### src/rtl/fag_pkg.sv
package fag_pkg;
  // Strobes from control to datapath
  typedef struct packed {
    logic push;      // write the new request into the retry queue
    logic pop;       // retire the queue head
    logic selQueue;  // port shows queue head instead of the new request
  } fagStrobes_t;
endpackage

### src/rtl/fag_datapath.sv
module fag_datapath #(
  parameter int ADDR_W     = 32,
  parameter int SLOT_W     = 4,
  parameter int BUF_DEPTH  = 5,
  parameter int SZ_W       = 4,
  parameter int CNT_W      = 3,
  parameter int LINE_BYTES = 64,
  parameter int Q_DEPTH    = 4
) (
  input  logic                        clk,
  input  logic                        rstN,
  input  fag_pkg::fagStrobes_t        strobes,
  input  logic [ADDR_W-1:0]           reqPc,
  input  logic [ADDR_W-1:0]           reqBase,
  input  logic [SLOT_W-1:0]           reqSlot,
  input  logic [CNT_W-1:0]            bufCount,
  input  logic [BUF_DEPTH*SZ_W-1:0]   bufSizes,
  output logic [ADDR_W-1:0]           txAddr,
  output logic [$clog2(LINE_BYTES):0] txBytes,
  output logic [SLOT_W-1:0]           txTag,
  output logic                        qFull,
  output logic                        qLast
);
  localparam int LB      = $clog2(LINE_BYTES);
  localparam int BYTES_W = LB + 1;
  localparam int EXT_W   = ADDR_W + 1;
  localparam int QP_W    = (Q_DEPTH > 1) ? $clog2(Q_DEPTH) : 1;
  localparam int QC_W    = $clog2(Q_DEPTH + 1);

  typedef struct packed {
    logic [ADDR_W-1:0]  addr;
    logic [BYTES_W-1:0] bytes;
    logic [SLOT_W-1:0]  tag;
  } entry_t;

  // Sum of the sizes of the buffered instructions
  logic [ADDR_W-1:0] partial [BUF_DEPTH+1];
  assign partial[0] = '0;
  for (genvar g = 0; g < BUF_DEPTH; g++) begin : gSum
    assign partial[g+1] = partial[g] +
      ((CNT_W'(g) < bufCount) ? ADDR_W'(bufSizes[g*SZ_W +: SZ_W]) : '0);
  end

  logic [ADDR_W-1:0] newAddr;
  logic [EXT_W-1:0]  addrExt, splitExt, lineMask;
  logic [BYTES_W-1:0] newBytes;
  entry_t newEntry;

  always_comb begin
    newAddr  = reqBase + reqPc + partial[BUF_DEPTH];
    addrExt  = {1'b0, newAddr};
    lineMask = EXT_W'(LINE_BYTES - 1);
    splitExt = (addrExt + lineMask) & ~lineMask;
    if (splitExt > addrExt) newBytes = BYTES_W'(splitExt - addrExt);
    else                    newBytes = BYTES_W'(LINE_BYTES);
    newEntry = '{addr: newAddr, bytes: newBytes, tag: reqSlot};
  end

  // Retry queue
  entry_t          store [Q_DEPTH];
  logic [QP_W-1:0] wrPtr, rdPtr;
  logic [QC_W-1:0] count;

  function automatic logic [QP_W-1:0] nextPtr(input logic [QP_W-1:0] p);
    return (p == QP_W'(Q_DEPTH - 1)) ? '0 : p + 1'b1;
  endfunction

  always_ff @(posedge clk or negedge rstN) begin
    if (!rstN) begin
      wrPtr <= '0;
      rdPtr <= '0;
      count <= '0;
    end else begin
      if (strobes.push) wrPtr <= nextPtr(wrPtr);
      if (strobes.pop)  rdPtr <= nextPtr(rdPtr);
      case ({strobes.push, strobes.pop})
        2'b10:   count <= count + 1'b1;
        2'b01:   count <= count - 1'b1;
        default: count <= count;
      endcase
    end
  end

  always_ff @(posedge clk) begin
    if (strobes.push) store[wrPtr] <= newEntry;
  end

  entry_t outEntry;
  assign outEntry = strobes.selQueue ? store[rdPtr] : newEntry;
  assign txAddr   = outEntry.addr;
  assign txBytes  = outEntry.bytes;
  assign txTag    = outEntry.tag;
  assign qFull    = (count == QC_W'(Q_DEPTH));
  assign qLast    = (count == QC_W'(1));
endmodule

### src/rtl/fag_control.sv
module fag_control (
  input  logic                 clk,
  input  logic                 rstN,
  input  logic                 reqValid,
  input  logic                 txReady,
  input  logic                 qFull,
  input  logic                 qLast,
  output fag_pkg::fagStrobes_t strobes,
  output logic                 reqReady,
  output logic                 txValid,
  output logic                 stallQ
);
  logic accept;

  always_comb begin
    reqReady         = !qFull;
    accept           = reqValid && reqReady;
    txValid          = stallQ || reqValid;
    strobes.selQueue = stallQ;
    strobes.pop      = stallQ && txReady;
    strobes.push     = accept && (stallQ || !txReady);
  end

  always_ff @(posedge clk or negedge rstN) begin
    if (!rstN)       stallQ <= 1'b0;
    else if (stallQ) stallQ <= !(qLast && strobes.pop && !strobes.push);
    else             stallQ <= reqValid && !txReady;
  end
endmodule

### src/rtl/fag_top.sv
module fag_top #(
  parameter int ADDR_W     = 32,
  parameter int SLOT_W     = 4,
  parameter int BUF_DEPTH  = 5,
  parameter int SZ_W       = 4,
  parameter int LINE_BYTES = 64,
  parameter int Q_DEPTH    = 4,
  localparam int CNT_W     = $clog2(BUF_DEPTH + 1),
  localparam int BYTES_W   = $clog2(LINE_BYTES) + 1
) (
  input  logic                      clk,
  input  logic                      rstN,
  input  logic                      reqValid,
  output logic                      reqReady,
  input  logic [ADDR_W-1:0]         reqPc,
  input  logic [ADDR_W-1:0]         reqBase,
  input  logic [SLOT_W-1:0]         reqSlot,
  input  logic [CNT_W-1:0]          bufCount,
  input  logic [BUF_DEPTH*SZ_W-1:0] bufSizes,
  output logic                      txValid,
  input  logic                      txReady,
  output logic [ADDR_W-1:0]         txAddr,
  output logic [BYTES_W-1:0]        txBytes,
  output logic [SLOT_W-1:0]         txTag
);
  fag_pkg::fagStrobes_t strobes;
  logic qFull, qLast, stallQ;

  fag_control uControl (
    .clk(clk), .rstN(rstN), .reqValid(reqValid), .txReady(txReady),
    .qFull(qFull), .qLast(qLast), .strobes(strobes),
    .reqReady(reqReady), .txValid(txValid), .stallQ(stallQ)
  );

  fag_datapath #(
    .ADDR_W(ADDR_W), .SLOT_W(SLOT_W), .BUF_DEPTH(BUF_DEPTH), .SZ_W(SZ_W),
    .CNT_W(CNT_W), .LINE_BYTES(LINE_BYTES), .Q_DEPTH(Q_DEPTH)
  ) uDatapath (
    .clk(clk), .rstN(rstN), .strobes(strobes), .reqPc(reqPc),
    .reqBase(reqBase), .reqSlot(reqSlot), .bufCount(bufCount),
    .bufSizes(bufSizes), .txAddr(txAddr), .txBytes(txBytes),
    .txTag(txTag), .qFull(qFull), .qLast(qLast)
  );
endmodule

### config.mk
export PLATFORM = sky130hd
export DESIGN_NAME = fag_top
export DESIGN_NICKNAME = d
export VERILOG_FILES = /design/src/rtl/fag_pkg.sv /design/src/rtl/fag_datapath.sv /design/src/rtl/fag_control.sv /design/src/rtl/fag_top.sv
export SDC_FILE = /design/constraint.sdc
export NUM_CORES = 1
export LEC_CHECK = 0
export ABC_CLOCK_PERIOD_IN_PS = 17700
export CORE_ASPECT_RATIO = 2
export CORE_UTILIZATION = 45
export DETAILED_ROUTE_END_ITERATION = 6
export PLACE_DENSITY = 0.66
export SLEW_MARGIN = 30
export SYNTH_ARGS = -nofsm -noshare
export SYNTH_HDL_FRONTEND = slang
export SYNTH_SLANG_ARGS = --single-unit
### constraint.sdc
create_clock -name clk -period 17.7 [get_ports clk]
set_input_delay 2.655 -clock clk [delete_from_list [all_inputs] [get_ports clk]]
set_output_delay 2.655 -clock clk [all_outputs]
set_load 0.02 [all_outputs]
# Yosys cells after proc, flatten, opt, wreduce, memory -nomap -nowiden
# Memories as Yosys holds them, arrays and structs flattened.
# Cells that the tools add are included.
# word_totals
memories	1
in_bits	95
word_cells	55
out_inout_bits	45
mem_bits_rw	172
reg_bits	8
# memory_table
name	words	word_bits	read_ports	rd_ports_with_merged_regs	wr	line_no	rtl
uDatapath.store	4	43	1	0	1	fag_datapath.sv:60	entry_t store [Q_DEPTH];
# classes
order_cmp	6
addsub	12
n_mux	13
reduce_logical	13
eq_ne	6
# op_table
op	n
32-bit adder	6
43-bit two-way mux	1
32-bit by 6-bit adder with 33-bit output, second input constant	1
33-bit by 32-bit greater-than comparator with 1-bit output	1
4-bit two-way mux	5
7-bit two-way mux	1
7-bit subtractor	1
2-bit equality test, second input constant	3
1-bit logical AND	6
1-bit by 3-bit < comparator with 1-bit output, first input constant	2
2-bit by 3-bit < comparator with 1-bit output, first input constant	2
3-bit one-hot mux with 2 select lines	1
2-bit by 1-bit adder with 2-bit output, second input constant	2
1-bit logical NOT	4
2-bit two-way mux	2
3-bit by 1-bit adder with 3-bit output, second input constant	1
3-bit by 1-bit equality test with 1-bit output, second input constant	1
3-bit equality test, second input constant	1
3-bit < comparator, first input constant	1
1-bit two-way mux	3
3-bit by 1-bit subtractor with 3-bit output, second input constant	1
2-bit by 1-bit equality test with 1-bit output, second input constant	1
1-bit logical OR	2
2-bit nonzero test	1

# Longest topological paths before layout
# Gate-level depths: netlist (run 1).
# depth
ltp_word	11
depth_mapped	34
ltp_nobuf	32

# Modules after synthesis
# A second synthesis (run 1) with hierarchy kept.
# unflattened
hier_cells	975
area_unflattened_um2	11862.6
# by_module_without_submodules
mod	area_per_inst_um2	cells_per_inst	n_inst	seq_area_each_um2
fag_datapath	11783.8	964	1	5340.1
fag_control	78.8	11	1	25.0

# Worst setup path after synthesis (run 1)
# OpenSTA, ideal clock, no wires.
# synth_timing
path_kind	in2out
startpoint	input bufCount[2]
endpoint	output txBytes[0]
n_path_buf	2
cell_stages	28
t_required_ns	15.045
arrival_ns	10.235
path_slack_ns	4.810
cell_sequence	clkbuf_1 > o21a_1 > and2_1 > fa_1 > inv_1 > fa_1 > fa_1 > fa_1 > fa_1 > nand2b_1 > a21bo_2 > a2111oi_4 > nor2_1 > xor2_1 > or4_1 > buf_2 > or3_1 > inv_1 > and3_1 > nand2_1 > nor4_1 > ha_1 > xnor3_1 > nor3b_1 > o21ai_0 > a41oi_1 > and4bb_4 > o31ai_1
# synth_between
elab_chain_len	11
elab_cells_between_ends	20
cone_classes	add/sub (7); order compare (6); mux (7)
# synth_lines
item	line_no	rtl
from (decl)	fag_top.sv:18	input logic [CNT_W-1:0] bufCount,
1-bit by 3-bit < comparator with 1-bit output	fag_datapath.sv:41	((CNT_W'(g) < bufCount) ? ADDR_W'(bufSizes[g*SZ_W +: SZ_W]) : '0);
4-bit two-way mux	fag_datapath.sv:41	
32-bit adder (3 in a row)	fag_datapath.sv:40	assign partial[g+1] = partial[g] +
32-bit adder *	fag_datapath.sv:40	
32-bit adder *	fag_datapath.sv:50	newAddr = reqBase + reqPc + partial[BUF_DEPTH];
32-bit by 6-bit adder with 33-bit output	fag_datapath.sv:53	splitExt = (addrExt + lineMask) & ~lineMask;
33-bit by 32-bit greater-than comparator with 1-bit output	fag_datapath.sv:54	if (splitExt > addrExt) newBytes = BYTES_W'(splitExt - addrExt);
7-bit two-way mux *	fag_datapath.sv:54	
43-bit two-way mux *	fag_datapath.sv:89	assign outEntry = strobes.selQueue ? store[rdPtr] : newEntry;
to (decl)	fag_top.sv:23	output logic [BYTES_W-1:0] txBytes,
# Mark *: on every way between the ends. The rest lies on a longest branch, timed or not.

# Worst setup path in the final report (run 1)
# layout_timing
startpoint	input bufCount[2]
endpoint	output txBytes[6]
# layout_between
elab_chain_len	11
elab_cells_between_ends	20
cone_classes	add/sub (7); order compare (6); mux (7)
# layout_lines
item	line_no
1-bit by 3-bit < comparator with 1-bit output	fag_datapath.sv:41
4-bit two-way mux	fag_datapath.sv:41
32-bit adder (3 in a row)	fag_datapath.sv:40
32-bit adder *	fag_datapath.sv:40
32-bit adder *	fag_datapath.sv:50
32-bit by 6-bit adder with 33-bit output	fag_datapath.sv:53
33-bit by 32-bit greater-than comparator with 1-bit output / 7-bit subtractor (equally long branches)	fag_datapath.sv:54
7-bit two-way mux *	fag_datapath.sv:54
43-bit two-way mux *	fag_datapath.sv:89
# Marked as above.

==> results of run 1 <==
per-stage QoR:
stage,setup slack [ns],hold WS (ns)
floorplan,4.810,0.4641
global placement,3.440,0.4844
detailed placement,3.270,0.4893
CTS,3.261,0.4996
global route,2.840,0.5379
finish,3.330,0.4979
where the power goes:
part	leakage (nW)	total, W	internal [W]	switching [W]
combinational	3.90	0.00129	0.000547	0.000748
clock	0.260	0.000352	0.000194	0.000158
sequential	1.67	0.000659	0.000633	0.0000255
cell usage in the layout, fill, tap and decap left out, types with 6 or more instances in the layout:
cell type	Yosys	final
a21oi_1	41	41
nand4_1	13	13
xor2_1	13	13
o21ai_0	47	47
xnor2_1	27	27
and2_1	17	13
or3_1	8	8
o211ai_1	6	6
mux2_2	10	10
fa_1	18	18
and4_1	6	6
o21a_1	8	8
and3_1	9	9
nand3_1	8	8
edfxtp_1	172	172
o21ai_1	12	12
clkdlybuf4s50_1	0	139
mux4_2	43	43
nand2_1	87	87
nor4_1	9	9
a21o_1	14	14
nor2_1	35	35
inv_1	70	70
ha_1	165	165
or2_2	6	6
buf_4	0	9
nor3_1	10	10
clkbuf_16	0	17
mux2i_1	8	8
sequential cells by signal (all words and copies together), names as in the netlist:
signal / flops
uDatapath.count: 3
uDatapath.store: 172
uDatapath.wrPtr: 2
uControl.stallQ: 1
uDatapath.rdPtr: 2
layout make-up:
cell class	count	area, um2
clock buffers	17	425.4
clock inverters	14	127.6
fillers	2340	11990
inverters	71	266.5
multi-input cells	702	6402
flip-flops and latches	180	5369
well taps	344	430.4
repair buffers	149	1470
final timing paths:
| kind | end |
|---|---|
| worst max-delay path | txBytes[6] |
| worst min-delay path | uDatapath.count[2]$_DFFE_PN0P_ |
| worst max register to register | uDatapath.store[3][15]$_DFFE_PP_ |
| worst min register to register | uDatapath.count[2]$_DFFE_PN0P_ |
| max in group asynchronous | uDatapath.rdPtr[0]$_DFFE_PN0P_ |
| min in group asynchronous | uDatapath.count[1]$_DFFE_PN0P_ |
metal layers:
| metal | track usage, % | vias to the layer above | share of wire (%) |
|---|---|---|---|
| li1 | - | 4013 | - |
| met1 | 20.74 | 4119 | 38 |
| met4 | 7.863 | 0 | 2.5 |
| met2 | 39.38 | 160 | 57 |
| met5 | 0 | - | 0 |
| met3 | 2.257 | 45 | 2.5 |
kinds of logic after synthesis:
group | Yosys count | synth area share, %
DFF | 180 | 44.02
xor gates and xnor gates | 43 | 3.439
muxes | 62 | 9.619
AOI/OAI and AO/OA | 181 | 9.876
adders and majority gates | 183 | 19.90
and+or+nand+nor | 233 | 9.660
buffers and inverters | 110 | 3.490
==> impl_metrics.ini, run 1 <==
[synth]
ys_dominant_reg_cell = edfxtp_1
synthArstFlopShare_pct = 4.444
syn_area_mm2 = 0.01219
yosysMostFrequentCell = edfxtp_1
synth.distinct_cells = 76
synth_area_leaders = edfxtp_1, ha_1, mux4_2
ys_warn_count = 0
synth_common_cells = edfxtp_1, ha_1, nand2_1
synth.avg_cell_area_um2 = 12.29
ys_ff_latch = 180
synth_top_cell_area_share_pct = 42.38
synth_edf_count = 172
ys_seq_area_share_pct = 44.02
synth_top_cell_by_area = edfxtp_1
postSynthCellCount = 992
syn_nets = 1270

[clock_network]
cts_root_buffer = clkbuf_16
cts_tree = yes
htreeDepth = 4
post_cts_buffers = 0
clk_latency_ns = 0.43
path_clk_slew_ns = 0.06
cts-hold-fix-buffers = 0
cts_made_buffers = 17
cts_buffer_depth = 2
cts_resized = 0
cts.sinks = 180

[setup_path]
critical-path-top-delay-family = adder cells
cpPeakStageDelay_ns = 0.62
crit_required_ns = 15.05
critPathLaunch = bufCount[2]
critPathSlowestCell = clkdlybuf4s50_1
path_class = input pin to output port
crit_path_frequent_cell = fa_1
endpoint_kind = output port
reg2regPathDepth = 5
rr_startpoint = uControl.stallQ$_DFF_PN0_
critPathBufInv = 4
path_max_fanout = 11
crit_cells = 28
worstSetupStartpointType = input pin
reg2reg_setup_slack_ns = 15.07
worstPathArrival_ns = 11.72

[placement]
gp_congestion = 0.8680
io_buffers = 139
dpl_cell_area_mm2 = 0.01393
dp.cells = 1446
dpl.hpwl_um = 19390

[timing]
min_period_ns = 14.37
setup_viol = 0
finalCritPeriodShare_pct = 81.19
slew_violations = 0
tightest_slew_ns = 0.8258
hold_viol_final = 0
fmax_ghz = 0.06959
max_slew_margin_pct = 44.61
skew_ns = 0.005380
fin_setup_tns_ns = 0
rsz0062_at_grt = false

[die]
die_h_um = 234.7
dieArea_mm2 = 0.02779
die_w_um = 118.4
start_util_pct = 46.02
io_pins = 140
rows = 84
core-area_mm2 = 0.02649

[route]
detail-route-antenna-nets = 0
wl_per_cell_um = 17.80
drt-total-wl_um = 26280
dr.pass1.iters = 5
via_count = 8337
route.detailed.drc = 0
drtIter0Drc = 461
viasPerCell = 5.645

[power]
cellLeakagePower_nw = 5.831
ir_worst_vdd_v = 0.00008946
p_per_area_mw_per_mm2 = 159.1
power_w = 0.002305

[global_route]
grt_use_total_pct = 19.86
grt_max_degree = 81
antenna_found_initial = 0
grt_first_pass_wirelength_um = 43100
grt_pass1_vias = 8768
grt_overflow = 0

[min_path]
hold_class = flip-flop to flip-flop
whs_path_depth = 1
hp-start = uDatapath.count[2]$_DFFE_PN0P_

[flow_run]
drv_cap = 0

[finish]
syn_to_final_growth_pct = 18.90
drive_above_1_share_pct = 10.33
n_antenna_cell = 0
final_nets = 1399
fin_cells = 1477
fin_util_pct = 54.71
fin_area_mm2 = 0.01449

[outcome]
status = finished clean
(Power assumes the default switching activity.)
==> run 2: changes to the inputs <==
--- a/config.mk
+++ b/config.mk
@@ -5,7 +5,7 @@
 export SDC_FILE = /design/constraint.sdc
 export NUM_CORES = 1
 export LEC_CHECK = 0
-export ABC_CLOCK_PERIOD_IN_PS = 17700
+export ABC_CLOCK_PERIOD_IN_PS = 15050
 export CORE_ASPECT_RATIO = 2
 export CORE_UTILIZATION = 45
 export DETAILED_ROUTE_END_ITERATION = 6
==> constraint.sdc (replaced) <==
create_clock -name clk -period 15.05 [get_ports clk]
set_input_delay 2.2575 -clock clk [delete_from_list [all_inputs] [get_ports clk]]
set_output_delay 2.2575 -clock clk [all_outputs]
set_load 0.02 [all_outputs]
==> impl_metrics.ini, run 2 (same netlist as run 1, synthesis figures left out) <==
[clock_network]
clk_latency_ns = 0.44
cts_made_buffers = 17
htreeDepth = 4
path_clk_slew_ns = 0.06
cts_buffer_depth = 2
cts-hold-fix-buffers = 0
cts_tree = yes
cts_resized = 0
post_cts_buffers = 0
cts_root_buffer = clkbuf_16
cts.sinks = 180

[die]
die_h_um = 234.7
io_pins = 140
die_w_um = 118.4
dieArea_mm2 = 0.02779
rows = 84
start_util_pct = 46.02
core-area_mm2 = 0.02649

[setup_path]
r2r_end = uDatapath.store[2][19]$_DFFE_PP_
path_max_fanout = 7
critPathSlowestCell = clkdlybuf4s50_1
endpoint_kind = output port
critical-path-top-delay-family = adder cells
reg2reg_setup_slack_ns = 12.43
cpPeakStageDelay_ns = 0.63
worstPathArrival_ns = 11.34
crit_path_frequent_cell = fa_1
critPathLaunch = bufCount[1]
critPathBufInv = 4
reg2regPathDepth = 5
crit_cells = 28
worstSetupStartpointType = input pin
crit_required_ns = 12.79
crit_path_end = txBytes[6]
path_class = input pin to output port
rr_startpoint = uControl.stallQ$_DFF_PN0_

[min_path]
hold_class = flip-flop to flip-flop

[timing]
skew_ns = 0.007115
setup_ws_ns = 1.452
rsz0062_at_grt = false
hold_viol_final = 0
max_slew_margin_pct = 40.46
setup_viol = 0
hold_ws_ns = 0.4967
finalCritPeriodShare_pct = 90.35
tightest_slew_ns = 0.8878
min_period_ns = 13.60
slew_violations = 0
fin_setup_tns_ns = 0
fmax_ghz = 0.07354

[route]
drtIter0Drc = 398
viasPerCell = 5.663
dr.pass1.iters = 5
wl_per_cell_um = 17.78
detail-route-antenna-nets = 0
via_count = 8370
route.detailed.drc = 0
drt-total-wl_um = 26290

[finish]
final_nets = 1399
top_register = uDatapath.store
final_common_cell = edfxtp_1
n_fill_cell = 2326
n_antenna_cell = 0
top_regs = uDatapath.store x172, uDatapath.count x3
ff_latch_area_mm2 = 0.005369
multiInputGateArea_mm2 = 0.006402
fin_util_pct = 54.92
drive_above_1_share_pct = 10.32
largest_register_ffs = 172
syn_to_final_growth_pct = 19.34
final_cell_mix = edfxtp_1, ha_1, clkdlybuf4s50_1, nand2_1, inv_1

[power]
cellLeakagePower_nw = 5.862
ir_worst_vdd_v = 0.0001118
p_per_area_mw_per_mm2 = 189.0

[placement]
gp_congestion = 0.8676
dpl.hpwl_um = 19390
place_ws_ns = 1.431
io_buffers = 139

[global_route]
grt_overflow = 0
grt_pass1_vias = 8769
grt_first_pass_wirelength_um = 43100
grt_use_total_pct = 19.88
grt_max_degree = 81
antenna_found_initial = 0

[flow_run]
drv_cap = 0

[outcome]
status = finished clean
==> run 2: worst min path at each step <==
stage / startpoint / end / depth (start not counted)
after global routing: uDatapath.count[2]$_DFFE_PN0P_ / uDatapath.count[2]$_DFFE_PN0P_ / 1
after CTS: uDatapath.count[2]$_DFFE_PN0P_ / uDatapath.count[2]$_DFFE_PN0P_ / 1
after floorplan: uDatapath.count[2]$_DFFE_PN0P_ / uDatapath.count[2]$_DFFE_PN0P_ / 1
final: uDatapath.count[2]$_DFFE_PN0P_ / uDatapath.count[2]$_DFFE_PN0P_ / 1
after detailed placement: uDatapath.count[2]$_DFFE_PN0P_ / uDatapath.count[2]$_DFFE_PN0P_ / 1
after global placement: uDatapath.count[2]$_DFFE_PN0P_ / uDatapath.count[2]$_DFFE_PN0P_ / 1
==> run 2: power by group <==
group	total (W)	internal, W	switching, W
Combinational	0.00152	0.000644	0.000878
Clock	0.000452	0.000264	0.000188
Sequential	0.000775	0.000745	0.0000299
==> run 2: area by class of cell <==
class                   instances  share of cell area, %
clock buffers                  19                  2.976
multi-input cells             702                  44.02
inverters                      71                  1.832
repair buffers                149                  10.11
well taps                     344                  2.959
flip-flops and latches        180                  36.91
clock inverters                13                  1.196
==> run 2: layer usage <==
metal | share of wire, % | track usage [%] | routed length, um | up-vias
li1 | - | - | - | 4013
met2 | 57 | 39.59 | 15050 | 185
met4 | 2.6 | 7.480 | 690 | 0
met1 | 37 | 20.60 | 9833 | 4126
met3 | 2.7 | 2.500 | 712 | 46
met5 | 0 | 0 | 0 | -
==> run 2: metrics by stage <==
stage	cells	total power, W	area, um2
after CTS	1478	0.002778	14540
final	1478	0.002749	14550
after global placement	1446	0.002301	13930
after global routing	1478	0.002931	14550
after detailed placement	1446	0.002321	13930
after floorplan	992	0.001802	12190
==> run 2: worst reg2reg max path, cell delays in order, from the launching register on <==
cell and delay [ns]:
dfrtp_2 0.34, buf_4 0.62, nand2b_1 0.20, and3_1 0.30, and2_2 0.19, buf_4 0.54
==> run 3: changes to the inputs <==
--- a/config.mk
+++ b/config.mk
@@ -10,6 +10,7 @@
 export CORE_UTILIZATION = 45
 export DETAILED_ROUTE_END_ITERATION = 6
 export PLACE_DENSITY = 0.66
+export RECOVER_POWER = 100
 export SLEW_MARGIN = 30
 export SYNTH_ARGS = -nofsm -noshare
 export SYNTH_HDL_FRONTEND = slang
==> impl_metrics.ini, run 3 (same netlist as run 1, synthesis figures left out) <==
[outcome]
status = complete, but fails checks
violations = max-capacitance violations, max-slew violations

[placement]
dp.cells = 1446
dpl.hpwl_um = 19390
gp_congestion = 0.8676
io_buffers = 139

[timing]
finalCritPeriodShare_pct = 92.75
hold_viol_final = 0
fin_setup_tns_ns = 0
max_slew_margin_pct = -96.35
setup_viol = 0
fmax_ghz = 0.07164
slew_violations = 176
skew_ns = 0.006906
rsz0062_at_grt = false
min_period_ns = 13.96
tightest_slew_ns = 2.945

[finish]
final_common_cell = edfxtp_1
syn_to_final_growth_pct = 19.00
drive_above_1_share_pct = 9.259
largest_register_ffs = 172
final_nets = 1399
top_register = uDatapath.store
n_fill_cell = 2334
n_antenna_cell = 0
fin_cells = 1478
final_cell_mix = edfxtp_1, ha_1, clkdlybuf4s50_1, nand2_1, inv_1
top_regs = uDatapath.store x172, uDatapath.count x3

[clock_network]
cts_made_buffers = 17
cts_resized = 0
cts_tree = yes
path_clk_slew_ns = 0.06
cts_root_buffer = clkbuf_16
cts.sinks = 180
cts_buffer_depth = 2
htreeDepth = 4
clk_latency_ns = 0.44
cts-hold-fix-buffers = 0
post_cts_buffers = 0

[power]
cellLeakagePower_nw = 5.851
p_per_area_mw_per_mm2 = 186.6
ir_worst_vdd_v = 0.0001111

[route]
wl_per_cell_um = 17.76
route.detailed.drc = 0
drtIter0Drc = 409
drt-total-wl_um = 26250
dr.pass1.iters = 5
via_count = 8369
viasPerCell = 5.662
detail-route-antenna-nets = 0

[die]
rows = 84
die_h_um = 234.7
dieArea_mm2 = 0.02779
start_util_pct = 46.02
core-area_mm2 = 0.02649
io_pins = 140
die_w_um = 118.4

[setup_path]
cpPeakStageDelay_ns = 0.66
worstSetupStartpointType = input pin
rr_startpoint = uControl.stallQ$_DFF_PN0_
crit_required_ns = 12.79
critPathLaunch = bufCount[2]
crit_path_frequent_cell = fa_1
worstPathArrival_ns = 11.70
critPathSlowestCell = dlygate4sd3_1
endpoint_kind = output port
path_max_fanout = 11
path_class = input pin to output port

[min_path]
hp-start = uDatapath.count[2]$_DFFE_PN0P_
hold_class = flip-flop to flip-flop

[global_route]
grt_max_degree = 81
grt_pass1_vias = 8769
grt_use_total_pct = 19.88
grt_first_pass_wirelength_um = 43100
grt_overflow = 0
antenna_found_initial = 0

[flow_run]
drv_cap = 4
==> run 3: cell types whose count changed in the layout (fill, tap and decap cells not counted), sizes merged <==
cell	before	now
clkdlybuf4s50	139	88
clkbuf	19	26
dlygate4sd3	0	51
buf	10	3
==> run 3: layout make-up <==
type	count	area, um2	area share, %
multi-input combinational	702	6387	44.04
clock buffer	19	432.9	2.985
inverter	71	266.5	1.837
clock inverter	13	173.9	1.199
sequential	180	5369	37.02
timing repair buffer	149	1444	9.955
tap	344	430.4	2.968
==> run 3: path summary, 6_finish.rpt <==
kind	end	slack (ns)	cells past startpoint
max	txBytes[6]	1.09	29
min	uDatapath.count[2]$_DFFE_PN0P_	0.50	1
max reg2reg	uDatapath.store[0][14]$_DFFE_PP_	10.84	5
min reg2reg	uDatapath.count[2]$_DFFE_PN0P_	0.50	1
max in group asynchronous	uDatapath.rdPtr[0]$_DFFE_PN0P_	12.58	1
min in group asynchronous	uDatapath.wrPtr[0]$_DFFE_PN0P_	2.18	1
==> run 3: metrics by stage <==
stage / worst slack [ns] / utilization, % / hold slack [ns] / cell area (um2) / total power, W
finish: 1.091 / 54.76 / 0.4968 / 14500 / 0.002706
global route: 0.5119 / 54.76 / 0.5387 / 14500 / 0.002891
floorplan: 2.955 / - / 0.4641 / 12190 / 0.001802
CTS: 1.425 / 54.90 / 0.4995 / 14540 / 0.002778
global placement: 1.584 / 52.61 / 0.4844 / 13930 / 0.002301
detailed placement: 1.431 / 52.61 / 0.4893 / 13930 / 0.002321
==> run 3: power by group <==
part	switching [W]	total, W	leakage (nW)	internal [W]
sequential	0.0000298	0.000783	1.67	0.000753
clock	0.000187	0.000451	0.291	0.000264
combinational	0.000871	0.00147	3.89	0.000601
==> run 3: worst max-delay path, delay by kind of cell <==
family	cells	cell delay, ns
buffers and inverters	5	1.62
AOI/OAI and AO/OA	6	1.56
adders and majority gates	6	2.87
and+or+nand+nor	10	2.64
xor gates and xnor gates	2	0.72
==> run 3: metal layers <==
layer | vias up | GRT usage [%] | wire length [um]
met3 | 44 | 2.500 | 673
met2 | 196 | 39.59 | 15030
li1 | 4014 | - | -
met4 | 0 | 7.480 | 662
met5 | - | 0 | 0
met1 | 4115 | 20.60 | 9884
